===== src/rtl/uart_irq_pkg.sv =====
package uart_irq_pkg;

  typedef enum logic [3:0] {
    ID_MODEM  = 4'h0,
    ID_NONE   = 4'h1,
    ID_THRE   = 4'h2,
    ID_RXDATA = 4'h4,
    ID_LINE   = 4'h6,
    ID_TMO    = 4'hC
  } irq_id_e;

  localparam int EN_RX    = 0;
  localparam int EN_THRE  = 1;
  localparam int EN_LINE  = 2;
  localparam int EN_MODEM = 3;

  // Fixed priority chain over the masked sources.
  function automatic irq_id_e pick_id(input logic [3:0] en, input logic line_act,
                                      input logic tmo_act, input logic rxd_act,
                                      input logic thr_act, input logic msd_act);
    if (en[EN_LINE] && line_act)        return ID_LINE;
    else if (en[EN_RX] && tmo_act)      return ID_TMO;
    else if (en[EN_RX] && rxd_act)      return ID_RXDATA;
    else if (en[EN_THRE] && thr_act)    return ID_THRE;
    else if (en[EN_MODEM] && msd_act)   return ID_MODEM;
    else                                return ID_NONE;
  endfunction

  function automatic logic [1:0] fifo_flag_bits(input logic on);
    return on ? 2'b11 : 2'b00;
  endfunction

endpackage


===== src/rtl/uart_irq_line_sticky.sv =====
module uart_irq_line_sticky (
  input  logic clk,
  input  logic rst_n,
  input  logic brk_set,
  input  logic ovr_set,
  input  logic lsr_rd,
  output logic brk_q,
  output logic ovr_q
);

  always_ff @(posedge clk) begin
    if (!rst_n) begin
      brk_q <= 1'b0;
      ovr_q <= 1'b0;
    end else begin
      if (brk_set)     brk_q <= 1'b1;
      else if (lsr_rd) brk_q <= 1'b0;
      if (ovr_set)     ovr_q <= 1'b1;
      else if (lsr_rd) ovr_q <= 1'b0;
    end
  end

  a_r13_read_clears_break: assert property (@(posedge clk) disable iff (!rst_n)
    (lsr_rd && !brk_set) |=> !brk_q);
  a_r13_overrun_sticks: assert property (@(posedge clk) disable iff (!rst_n)
    (ovr_q && !lsr_rd) |=> ovr_q);

endmodule


===== src/rtl/uart_irq_thre_latch.sv =====
module uart_irq_thre_latch (
  input  logic clk,
  input  logic rst_n,
  input  logic thre,
  input  logic txf_reset,
  input  logic thr_wr,
  input  logic thri_chg,
  input  logic thri_new,
  input  logic iir_rd_thr,
  output logic pend_q
);

  logic thre_q;
  logic thre_rise;

  assign thre_rise = thre && !thre_q;

  always_ff @(posedge clk) begin
    if (!rst_n) begin
      thre_q <= 1'b1;
      pend_q <= 1'b0;
    end else begin
      thre_q <= thre;
      if (txf_reset)       pend_q <= 1'b1;
      else if (thr_wr)     pend_q <= 1'b0;
      else if (thri_chg)   pend_q <= thri_new && thre;
      else if (iir_rd_thr) pend_q <= 1'b0;
      else if (thre_rise)  pend_q <= 1'b1;
    end
  end

  a_r12_fifo_reset_sets: assert property (@(posedge clk) disable iff (!rst_n)
    txf_reset |=> pend_q);
  a_r9_thr_write_clears: assert property (@(posedge clk) disable iff (!rst_n)
    (thr_wr && !txf_reset) |=> !pend_q);
  a_r8_read_clears: assert property (@(posedge clk) disable iff (!rst_n)
    (iir_rd_thr && !txf_reset && !thr_wr && !thri_chg) |=> !pend_q);
  a_r10_enable_without_empty: assert property (@(posedge clk) disable iff (!rst_n)
    (thri_chg && !thre && !txf_reset) |=> !pend_q);

endmodule


===== src/rtl/uart_irq_prio_enc.sv =====
module uart_irq_prio_enc
  import uart_irq_pkg::*;
#(
  parameter int CNT_W = 5
) (
  input  logic [3:0]       en,
  input  logic             line_act,
  input  logic             rx_timeout,
  input  logic             data_ready,
  input  logic             fifo_en,
  input  logic [CNT_W-1:0] rx_count,
  input  logic [CNT_W-1:0] rx_trig,
  input  logic             thr_pend,
  input  logic [3:0]       msr_delta,
  output irq_id_e          id,
  output logic             rxd_act
);

  assign rxd_act = data_ready && (!fifo_en || (rx_count >= rx_trig));
  assign id = pick_id(en, line_act, rx_timeout, rxd_act, thr_pend, |msr_delta);

endmodule


===== src/rtl/uart_irq_ctrl.sv =====
module uart_irq_ctrl
  import uart_irq_pkg::*;
#(
  parameter int FIFO_DEPTH = 16,
  parameter int CNT_W      = $clog2(FIFO_DEPTH + 1)
) (
  input  logic             clk,
  input  logic             rst_n,
  input  logic             ier_wr,
  input  logic [7:0]       ier_wdata,
  input  logic             iir_rd,
  input  logic             thr_wr,
  input  logic             lsr_rd,
  input  logic             txf_reset,
  input  logic             thre,
  input  logic             fifo_en,
  input  logic             data_ready,
  input  logic [CNT_W-1:0] rx_count,
  input  logic [CNT_W-1:0] rx_trig,
  input  logic             rx_timeout,
  input  logic             brk_set,
  input  logic             ovr_set,
  input  logic [1:0]       err_lvl,
  input  logic [3:0]       msr_delta,
  output logic [3:0]       ier_q,
  output logic [3:0]       lsr_err,
  output logic [7:0]       iir,
  output logic             irq
);

  logic    brk_q, ovr_q, thr_pend, rxd_act;
  logic    thri_chg, iir_rd_thr, line_act, unused_hi;
  irq_id_e cur_id;

  assign unused_hi  = ^ier_wdata[7:4];
  assign thri_chg   = ier_wr && (ier_wdata[EN_THRE] != ier_q[EN_THRE]);
  assign iir_rd_thr = iir_rd && (cur_id == ID_THRE);
  assign lsr_err    = {brk_q, err_lvl[1], err_lvl[0], ovr_q};
  assign line_act   = |lsr_err;

  always_ff @(posedge clk) begin
    if (!rst_n) begin
      ier_q <= 4'h0;
      irq   <= 1'b0;
    end else begin
      if (ier_wr) ier_q <= ier_wdata[3:0];
      irq <= (cur_id != ID_NONE);
    end
  end

  uart_irq_line_sticky u_sticky (
    .clk(clk), .rst_n(rst_n), .brk_set(brk_set), .ovr_set(ovr_set),
    .lsr_rd(lsr_rd), .brk_q(brk_q), .ovr_q(ovr_q)
  );

  uart_irq_thre_latch u_thre (
    .clk(clk), .rst_n(rst_n), .thre(thre), .txf_reset(txf_reset),
    .thr_wr(thr_wr), .thri_chg(thri_chg), .thri_new(ier_wdata[EN_THRE]),
    .iir_rd_thr(iir_rd_thr), .pend_q(thr_pend)
  );

  uart_irq_prio_enc #(.CNT_W(CNT_W)) u_enc (
    .en(ier_q), .line_act(line_act), .rx_timeout(rx_timeout),
    .data_ready(data_ready), .fifo_en(fifo_en), .rx_count(rx_count),
    .rx_trig(rx_trig), .thr_pend(thr_pend), .msr_delta(msr_delta),
    .id(cur_id), .rxd_act(rxd_act)
  );

  assign iir = {fifo_flag_bits(fifo_en), 2'b00, cur_id};

  a_r7_irq_registered: assert property (@(posedge clk) disable iff (!rst_n)
    1'b1 |=> (irq == ($past(iir[3:0]) != 4'h1)));
  a_r14_masked_all: assert property (@(posedge clk) disable iff (!rst_n)
    (ier_q == 4'h0) |-> (iir[3:0] == 4'h1));
  a_r2_high_bits_dropped: assert property (@(posedge clk) disable iff (!rst_n)
    ier_wr |=> (ier_q == $past(ier_wdata[3:0])));
  a_r5_no_data_no_rx: assert property (@(posedge clk) disable iff (!rst_n)
    (!data_ready && !rx_timeout && ier_q == 4'h1) |-> (iir[3:0] == 4'h1));

endmodule


===== config.mk =====
export PLATFORM = sky130hd
export DESIGN_NAME = uart_irq_ctrl
export DESIGN_NICKNAME = d
export VERILOG_FILES = /design/src/rtl/uart_irq_pkg.sv /design/src/rtl/uart_irq_line_sticky.sv /design/src/rtl/uart_irq_thre_latch.sv /design/src/rtl/uart_irq_prio_enc.sv /design/src/rtl/uart_irq_ctrl.sv
export SDC_FILE = /design/constraint.sdc
export NUM_CORES = 1
export LEC_CHECK = 0
export ABC_CLOCK_PERIOD_IN_PS = 1600
export CAP_MARGIN = 20
export CELL_PAD_IN_SITES_DETAIL_PLACEMENT = 1
export CELL_PAD_IN_SITES_GLOBAL_PLACEMENT = 2
export CORE_MARGIN = 2
export CORE_UTILIZATION = 29
export CTS_CLUSTER_SIZE = 25
export DETAILED_ROUTE_END_ITERATION = 6
export DONT_BUFFER_PORTS = 1
export PLACE_DENSITY_LB_ADDON = 0.1
export REMOVE_ABC_BUFFERS = 1
export SLEW_MARGIN = 20
export SYNTH_ARGS = -nofsm -noshare
export SYNTH_HDL_FRONTEND = slang
export SYNTH_SLANG_ARGS = --single-unit

===== constraint.sdc =====
create_clock -name clk -period 1.6 [get_ports clk]
set_clock_uncertainty 0.05 [all_clocks]
set_input_delay 0.16 -clock clk [delete_from_list [all_inputs] [get_ports clk]]
set_output_delay 0.16 -clock clk [all_outputs]
set_load 0.01 [all_outputs]

== Yosys cells after proc, flatten, opt, wreduce, memory -nomap -nowiden ==
Cells that the tools add are included.

* Register bits: 9
* Bits of input ports: 37
* Output and inout port bits: 17
* Logic and storage cells: 42

* Magnitude comparators: 1
* Eq/ne operators: 3
* Muxes and demuxes: 14
* Reductions and logical operators: 18

{| class="wikitable"
|+ Operators by type and width
! operator !! number
|-
| $mux W4 || 4
|-
| $logic_and A1 B1 Y1 || 10
|-
| $mux W1 || 9
|-
| $reduce_or A4 Y1 || 2
|-
| $ge A5 B5 Y1 || 1
|-
| $reduce_bool A5 Y1 || 1
|-
| $eq A4 B2 Y1 const B || 1
|-
| $ne A4 B1 Y1 const B || 1
|-
| $reduce_bool A2 Y1 || 2
|-
| $logic_not A1 Y1 || 2
|-
| $mux W2 || 1
|-
| $logic_or A1 B1 Y1 || 1
|-
| $ne A1 B1 Y1 || 1
|}

== Longest topological paths before layout ==
Gate-level depths: netlist of the first run.

* Depth after elaboration: 13
* Mapped depth: 6
* Depth with buffers taken out: 6

== By module ==
A second synthesis of the first run with hierarchy kept.

* Cell total of the unflattened synthesis: 73
* Area total of the unflattened synthesis: 660.6 µm²

{| class="wikitable"
|+ Modules (own cells, without submodules)
! module !! times used !! cells an instance !! area each (µm²) !! sequential area each (µm²)
|-
| uart_irq_ctrl || 1 || 30 || 281.5 || 100.1
|-
| uart_irq_prio_enc || 1 || 29 || 224.0 || 0.0
|-
| uart_irq_thre_latch || 1 || 8 || 87.6 || 40.0
|-
| uart_irq_line_sticky || 1 || 6 || 67.6 || 40.0
|}

== Worst setup path before layout of the first run ==
No wires, ideal clock.

* Path kind: input to output
* Start point: input rx_trig[2]
* End point: output iir[1]
* Arrival time: 1272 ps
* Data required time: 1390 ps
* Slack: 118 ps
* Stages: 6
* Path buffers: 0
* Cells stage by stage: inv_1 ha_1 a21o_1 a31oi_1 o221ai_1 o21ai_0

* Longest elaborated chain between the ends: 7

{| class="wikitable"
|+ Ends and longest elaborated chain
! what !! line !! source
|-
| start, declared || uart_irq_ctrl.sv:19 || <nowiki>input logic [CNT_W-1:0] rx_trig,</nowiki>
|-
| $ge A5 B5 Y1 || uart_irq_prio_enc.sv:19 || <nowiki>assign rxd_act = data_ready && (!fifo_en || (rx_count >= rx_trig));</nowiki>
|-
| $logic_or A1 B1 Y1 || uart_irq_prio_enc.sv:19 ||
|-
| $logic_and A1 B1 Y1 || uart_irq_prio_enc.sv:19 ||
|-
| $logic_and A1 B1 Y1 || uart_irq_pkg.sv:23 || <nowiki>else if (en[EN_RX] && rxd_act) return ID_RXDATA;</nowiki>
|-
| $mux W4 || uart_irq_pkg.sv:23 ||
|-
| $mux W4 || uart_irq_pkg.sv:22 || <nowiki>else if (en[EN_RX] && tmo_act) return ID_TMO;</nowiki>
|-
| $mux W4 || uart_irq_pkg.sv:21 || <nowiki>if (en[EN_LINE] && line_act) return ID_LINE;</nowiki>
|-
| end, declared || uart_irq_ctrl.sv:27 || <nowiki>output logic [7:0] iir,</nowiki>
|}

No other way between the ends.

== Worst setup path in the final report of the first run ==
* Start point: register u_sticky.ovr_q
* End point: output iir[1]

* Longest elaborated chain between the ends: 3

{| class="wikitable"
|+ Ends and longest elaborated chain
! what !! line !! source
|-
| start, declared || uart_irq_line_sticky.sv:8 || <nowiki>output logic ovr_q</nowiki>
|-
| start signal, assigned || uart_irq_line_sticky.sv:14 || <nowiki>ovr_q <= 1'b0;</nowiki>
|-
| start signal, assigned || uart_irq_line_sticky.sv:18 || <nowiki>if (ovr_set) ovr_q <= 1'b1;</nowiki>
|-
| start signal, assigned || uart_irq_line_sticky.sv:19 || <nowiki>else if (lsr_rd) ovr_q <= 1'b0;</nowiki>
|-
| $reduce_or A4 Y1 || uart_irq_ctrl.sv:39 || <nowiki>assign line_act = |lsr_err;</nowiki>
|-
| $logic_and A1 B1 Y1 || uart_irq_pkg.sv:21 ||
|-
| $mux W4 || uart_irq_pkg.sv:21 ||
|}

No other way between the ends.

==> results.md, run 1 <==
* Setup WS post-layout at 0.07553 ns
* Initial DRC Count at 3
* Logic pwr share at 21.3%
* Reg2reg start: u_sticky.ovr_q$_SDFFE_PN0P_
* DRC Markers at 0
* Final min period at 1.524 ns
* Row Count at 16
* Largest net degree at the start of global routing at 8
* Setup TNS at 0 ns
* Core area at 0.002002 mm²
* Design Area, Final at 730.7 µm²
* Dominant synthesized flop cell: dfxtp_1
* Final Max Tran Viols at 0
* Pwr/cell area at 756.2 mW/mm²
* Synthesized area per cell at 8.539 µm²
* Power share of the clock group at 31.5%
* Gpl congestion at 0.6467
* Largest cells by area after synthesis: dfxtp_1 (29%), ha_1 (9.9%), buf_4 (9.5%), mux2i_1 (6.3%), inv_1 (4.8%)
* Max Cap Viol at 0
* Routed WL per cell at 14.38 µm
* Inserted Clock Buffers at 3
* Post-Synthesis Cell Area at 631.9 µm²
* Vias in the first global route at 531
* Number of flops mapped to enable cells by yosys at 0
* Most frequent cell after synthesis: dfxtp_1
* Clk slew on worst S/H paths at 0.06 ns
* Height of the die at 50.68 µm
* Reg2reg setup slack at 0.25 ns
* Worst R2R Path Depth at 5
* Clock Path Buffers at 2
* Initial Util at 31.56%
* Crit share post-route at 95.28%
* Final #Nets at 121
* Htree depth at 1
* Placed cell areas at 620.6 µm²
* Routing usage on met2 at 18.86%
* Final HPWL DP at 1.232 mm
* Synth cell types at 27
* Placed Cells at 95
* VDD IR max at 0.0004475 V
* Yosys top cell area share at 28.51%
* DR vias at 531
* Clk sinks at 9
* Synth async-reset ratio at 0%
* Hold Path Stages at 2
* Root buf cell: clkbuf_4
* # diodes at 0
* Post-synth top area cell: dfxtp_1
* Top post-synthesis cells by count: dfxtp_1 (9), buf_4 (8), inv_1 (8), nor2_1 (8), ha_1 (5)
* Hold Crit Endpoint: ier_q[1]$_SDFFE_PN0P_
* Final setup viols at 0
* Vias per inst at 5.057
* Switch Pwr at 0.1566 mW
* CP Max Fanout at 4
* Antenna Nets Post-Route at 0
* Fmax at 0.6560 GHz
* Leakage at 0.3404 nW
* Cell Count, Final, Fillers Out at 105
* Critical Path Start: u_sticky.ovr_q$_SDFFE_PN0P_
* CTS tree: yes
* Seq cells post-synth at 9
* Hold slack at 0.004974 ns
* Final hold viol count at 0
* Pre-antenna DRT Iters at 3
* Clock Latency Late Sink at 0.26 ns
* P&R area growth vs syn at 15.64%
* Routed wire length at 1.510 mm
* Syn Inst Count at 74
* Post-placement setup slack at -0.06568 ns
* IO Pins at 54
* Critical Path End Type: output pin
* Met3 Use GR at 6.250%
* Net Sw Frac at 28.33%
* Crit start category: flip-flop
* CP required at 1.39 ns
* Critical Path AT at 1.31 ns
* Kind of critical path: reg -> out
* Power Internal at 0.3960 mW
* Design Power at 0.5526 mW
* Die width at 50.68 µm
* Most used routing layer: met2
* RSZ-0062 raised after global routing: false
* Hold/Removal Path Class: in -> reg
* Post-layout util at 36.50%
* Yosys warnings at 0
* Outcome: complete, no violations
* Reg2reg end: u_thre.pend_q$_SDFFE_PN0P_
* GRT Overall Usage at 11.99%
* Die area at 0.002568 mm²
* Sequential Power Share at 47.2%
* First-pass GRT wire length at 2.346 mm
* Hold path startpoint: ier_wdata[1]
* Initial antenna violation count at 0
* Met1 usage at 14.44%
* Number of fill cells in the layout at 242
* Sequential cell area fraction in the yosys report at 28.51%
* Congestion Overflow GR at 0
* IO buf count at 0
* Layout cell share with drive strength beyond 1 at 20.51%
[repair_timing]
action	4_1_cts	5_1_grt
buffers inserted	1	1
pin swaps	1	2
hold buffers	4	0
setup endpoints to repair	3	3
gates resized for setup	7	1
hold endpoints to repair	5	0
[cell usage in the layout, fill, tap and decap left out]
| cell | count |
|---|---|
| ha_1 | 5 |
| nor2_1 | 7 |
| dfxtp_2 | 1 |
| a21o_1 | 2 |
| nor2_4 | 1 |
| o41ai_1 | 1 |
| o41ai_4 | 1 |
| o21ai_1 | 1 |
| a211oi_2 | 1 |
| dfxtp_1 | 8 |
| mux2i_1 | 4 |
| clkbuf_4 | 3 |
| nand3_2 | 1 |
| dlygate4sd3_1 | 4 |
| nor2b_1 | 1 |
| and2_1 | 1 |
| nand4_1 | 2 |
| o221ai_2 | 1 |
| buf_4 | 4 |
| nand2b_1 | 2 |
| o21a_1 | 1 |
| conb_1 | 2 |
| a21oi_1 | 4 |
| xor2_1 | 1 |
| or4_1 | 1 |
| nor2b_2 | 1 |
| o221a_2 | 1 |
| a31oi_2 | 1 |
| inv_1 | 8 |
| nand2_1 | 4 |
| nor4bb_1 | 1 |
| o221ai_1 | 1 |
| clkbuf_1 | 1 |
[area by class of cell]
| type | count | area, µm² | area share (%) |
|---|---|---|---|
| flip-flops and latches | 9 | 181.4 | 24.83 |
| inverters | 8 | 30.03 | 4.110 |
| well taps | 27 | 33.78 | 4.623 |
| multi-input cells | 49 | 389.1 | 53.25 |
| clock buffers | 4 | 26.28 | 3.596 |
| repair buffers | 8 | 70.07 | 9.589 |
[power by group through the flow]
stage	clock (mW)	combinational [mW]	sequential, mW
global placement	0	0.0903	0.265
global route	0.195	0.132	0.263
floorplan	0	0.0724	0.262
finish	0.174	0.118	0.261
CTS	0.180	0.117	0.261
detailed placement	0	0.0932	0.265
[critical path: stages (launching register included)]
cell	delay [ns]
dfxtp_2	0.36
o41ai_4	0.39
o21ai_1	0.15
buf_4	0.17
[routing by layer]
metal  vias up  share of wire, %
li1        256                 -
met1       245                44
met2        30                46
met3         0                10
met4         0                 0
met5         -                 0
[sequential cells by signal (all words and copies together), names as in the netlist]
register	count
irq	1
ier_q	4
u_thre.thre_q	1
u_sticky.brk_q	1
u_sticky.ovr_q	1
u_thre.pend_q	1
[worst max path at each step]
| stage | end | slack, ns |
|---|---|---|
| finish | iir[1] | 0.08 |
| global route | iir[1] | 0.004 |
| CTS | iir[1] | 0.009 |
| detailed placement | iir[1] | -0.07 |
| global placement | iir[1] | -0.03 |
| floorplan | iir[1] | 0.12 |
[kinds of logic after synthesis]
logic type               share of synthesized area, %
multiplexers                                    6.337
XOR/XNOR                                        1.386
buffers and inverters                           14.85
AND/OR/NAND/NOR                                 18.42
flip-flops                                      28.51
other                                          0.5935
AO/OA/AOI/OAI                                   20.00
adder cells (fa/ha/maj)                         9.901
Power figures use the tool's default switching activity.
==> run 2: changes to the inputs <==
--- a/config.mk
+++ b/config.mk
@@ -11,11 +11,11 @@
 export CELL_PAD_IN_SITES_GLOBAL_PLACEMENT = 2
 export CORE_MARGIN = 2
 export CORE_UTILIZATION = 29
-export CTS_CLUSTER_SIZE = 25
+export CTS_CLUSTER_SIZE = 12
 export DETAILED_ROUTE_END_ITERATION = 6
 export DONT_BUFFER_PORTS = 1
 export PLACE_DENSITY_LB_ADDON = 0.1
-export REMOVE_ABC_BUFFERS = 1
+export SETUP_SLACK_MARGIN = 0.3
 export SLEW_MARGIN = 20
 export SYNTH_ARGS = -nofsm -noshare
 export SYNTH_HDL_FRONTEND = slang
==> run 2 against run 1 <==
Compared with the run above: final area up 4.1%; cell count unchanged; non-clock buffer count unchanged; flip-flop and latch count unchanged; fmax up 0.81%; worst hold slack better by 0.012 ns; clock power about the same; die area unchanged; via count up 1.3%; combinational power about the same.
==> results.md, run 2 (synthesis gave the netlist of run 1 again) <==
* Outcome: complete, no violations
* Crit start category: flip-flop
* GRT Overall Usage at 12.71%
* Initial Util at 31.56%
* Met1 usage at 14.54%
* Critical Path End Type: output pin
* Setup TNS at 0 ns
* Vias in the first global route at 554
* Layout cell share with drive strength beyond 1 at 20.51%
* Congestion Overflow GR at 0
* Clk sinks at 9
* VDD IR max at 0.0005227 V
* Most used routing layer: met2
* Gpl congestion at 0.6409
* Initial antenna violation count at 0
* Antenna Nets Post-Route at 0
* Clk slew on worst S/H paths at 0.06 ns
* Design Area, Final at 760.7 µm²
* Final min period at 1.512 ns
* RSZ-0062 raised after global routing: true
* Routed WL per cell at 14.57 µm
* Number of fill cells in the layout at 240
* Pwr/cell area at 727.4 mW/mm²
* First-pass GRT wire length at 2.449 mm
* Final Max Tran Viols at 0
* Final #Nets at 121
* Pre-antenna DRT Iters at 4
* Final hold viol count at 0
* Routing usage on met2 at 19.96%
* Clock Latency Late Sink at 0.26 ns
* CP required at 1.39 ns
* DR vias at 538
* Worst R2R Path Depth at 6
* P&R area growth vs syn at 20.40%
* Crit share post-route at 94.52%
* Hold/Removal Path Class: in -> reg
* FF/Latch Area at 182.7 µm²
* Die width at 50.68 µm
* Final HPWL DP at 1.187 mm
* Initial DRC Count at 2
* Hold Path Stages at 2
* Final setup viols at 0
* Fmax at 0.6613 GHz
* IO buf count at 0
* Core area at 0.002002 mm²
* CTS tree: yes
* Met3 Use GR at 8.929%
* Clock Path Buffers at 2
* Inserted Clock Buffers at 3
* Leakage at 0.3451 nW
* Critical Path AT at 1.30 ns
* Most frequent cells in the layout: inv_1 (7), nor2_1 (7), dfxtp_1 (7)
* Multi-input gate area at 400.4 µm²
* Largest net degree at the start of global routing at 8
* Vias per inst at 5.124
* # diodes at 0
* IO Pins at 54
* CP Max Fanout at 4
* Max reg flops at 4
* Die area at 0.002568 mm²
* Htree depth at 1
* Routed wire length at 1.530 mm
* Kind of critical path: reg -> out
* DRC Markers at 0
* Placed cell areas at 635.6 µm²
* Row Count at 16
* Reg with most FFs: ier_q
* Root buf cell: clkbuf_4
* Height of the die at 50.68 µm
* Max Cap Viol at 0
## run 2: final cells by class
cell class / instances / share of cell area [%]
multi-input combinational: 49 / 52.63
clock buffer: 4 / 3.454
timing repair buffer: 8 / 9.868
sequential: 9 / 24.01
tap: 27 / 4.441
inverter: 8 / 5.592
## run 2: repair_timing
action,4_1_cts,5_1_grt
hold buffers,6,0
buffers inserted,2,0
pin swaps,1,1
endpoints found under the setup margin,6,5
resized for setup,6,1
hold endpoints to repair,6,0
## run 2: report_power, final
part	leakage, nW	total [mW]	internal (mW)	switching [mW]
sequential	0.0754	0.263	0.240	0.0223
clock	0.0150	0.171	0.0958	0.0754
combinational	0.255	0.119	0.0617	0.0578
total	0.345	0.553	0.398	0.155
## run 2: critical path, cell delays in order, from the launching register on
cell     delay [ns]
dfxtp_2        0.35
o41ai_4        0.34
buf_4          0.19
nor2b_4        0.16
## run 2: through the flow
| stage | setup slack (ns) | hold slack, ns | std cells | total power, mW | util (%) |
|---|---|---|---|---|---|
| after floorplan | 0.2750 | 0.1830 | 75 | 0.3622 | - |
| after global placement | 0.1229 | 0.1893 | 93 | 0.3592 | 31.75 |
| after detailed placement | 0.1079 | 0.1876 | 93 | 0.3606 | 31.75 |
| after CTS | 0.04141 | 0.01419 | 105 | 0.5626 | 37.75 |
| after global routing | 0.01658 | 0.01221 | 105 | 0.5973 | 38.00 |
| final | 0.08771 | 0.01705 | 105 | 0.5534 | 38.00 |
## run 2: worst paths after layout
check	from	end	slack, ns
max reg2reg	u_sticky.ovr_q$_SDFFE_PN0P_	u_thre.pend_q$_SDFFE_PN0P_	0.19
max	u_sticky.ovr_q$_SDFFE_PN0P_	iir[3]	0.09
min	ier_wdata[3]	ier_q[3]$_SDFFE_PN0P_	0.02
min reg2reg	ier_q[0]$_SDFFE_PN0P_	ier_q[0]$_SDFFE_PN0P_	0.53
## run 2: per-layer routing
metal / up-vias / wire (µm) / share of wire, %
met1: 239 / 667 / 44
met5: - / 0 / 0
met2: 37 / 661 / 43
li1: 260 / - / -
met3: 2 / 197 / 13
met4: 0 / 4 / 0.26
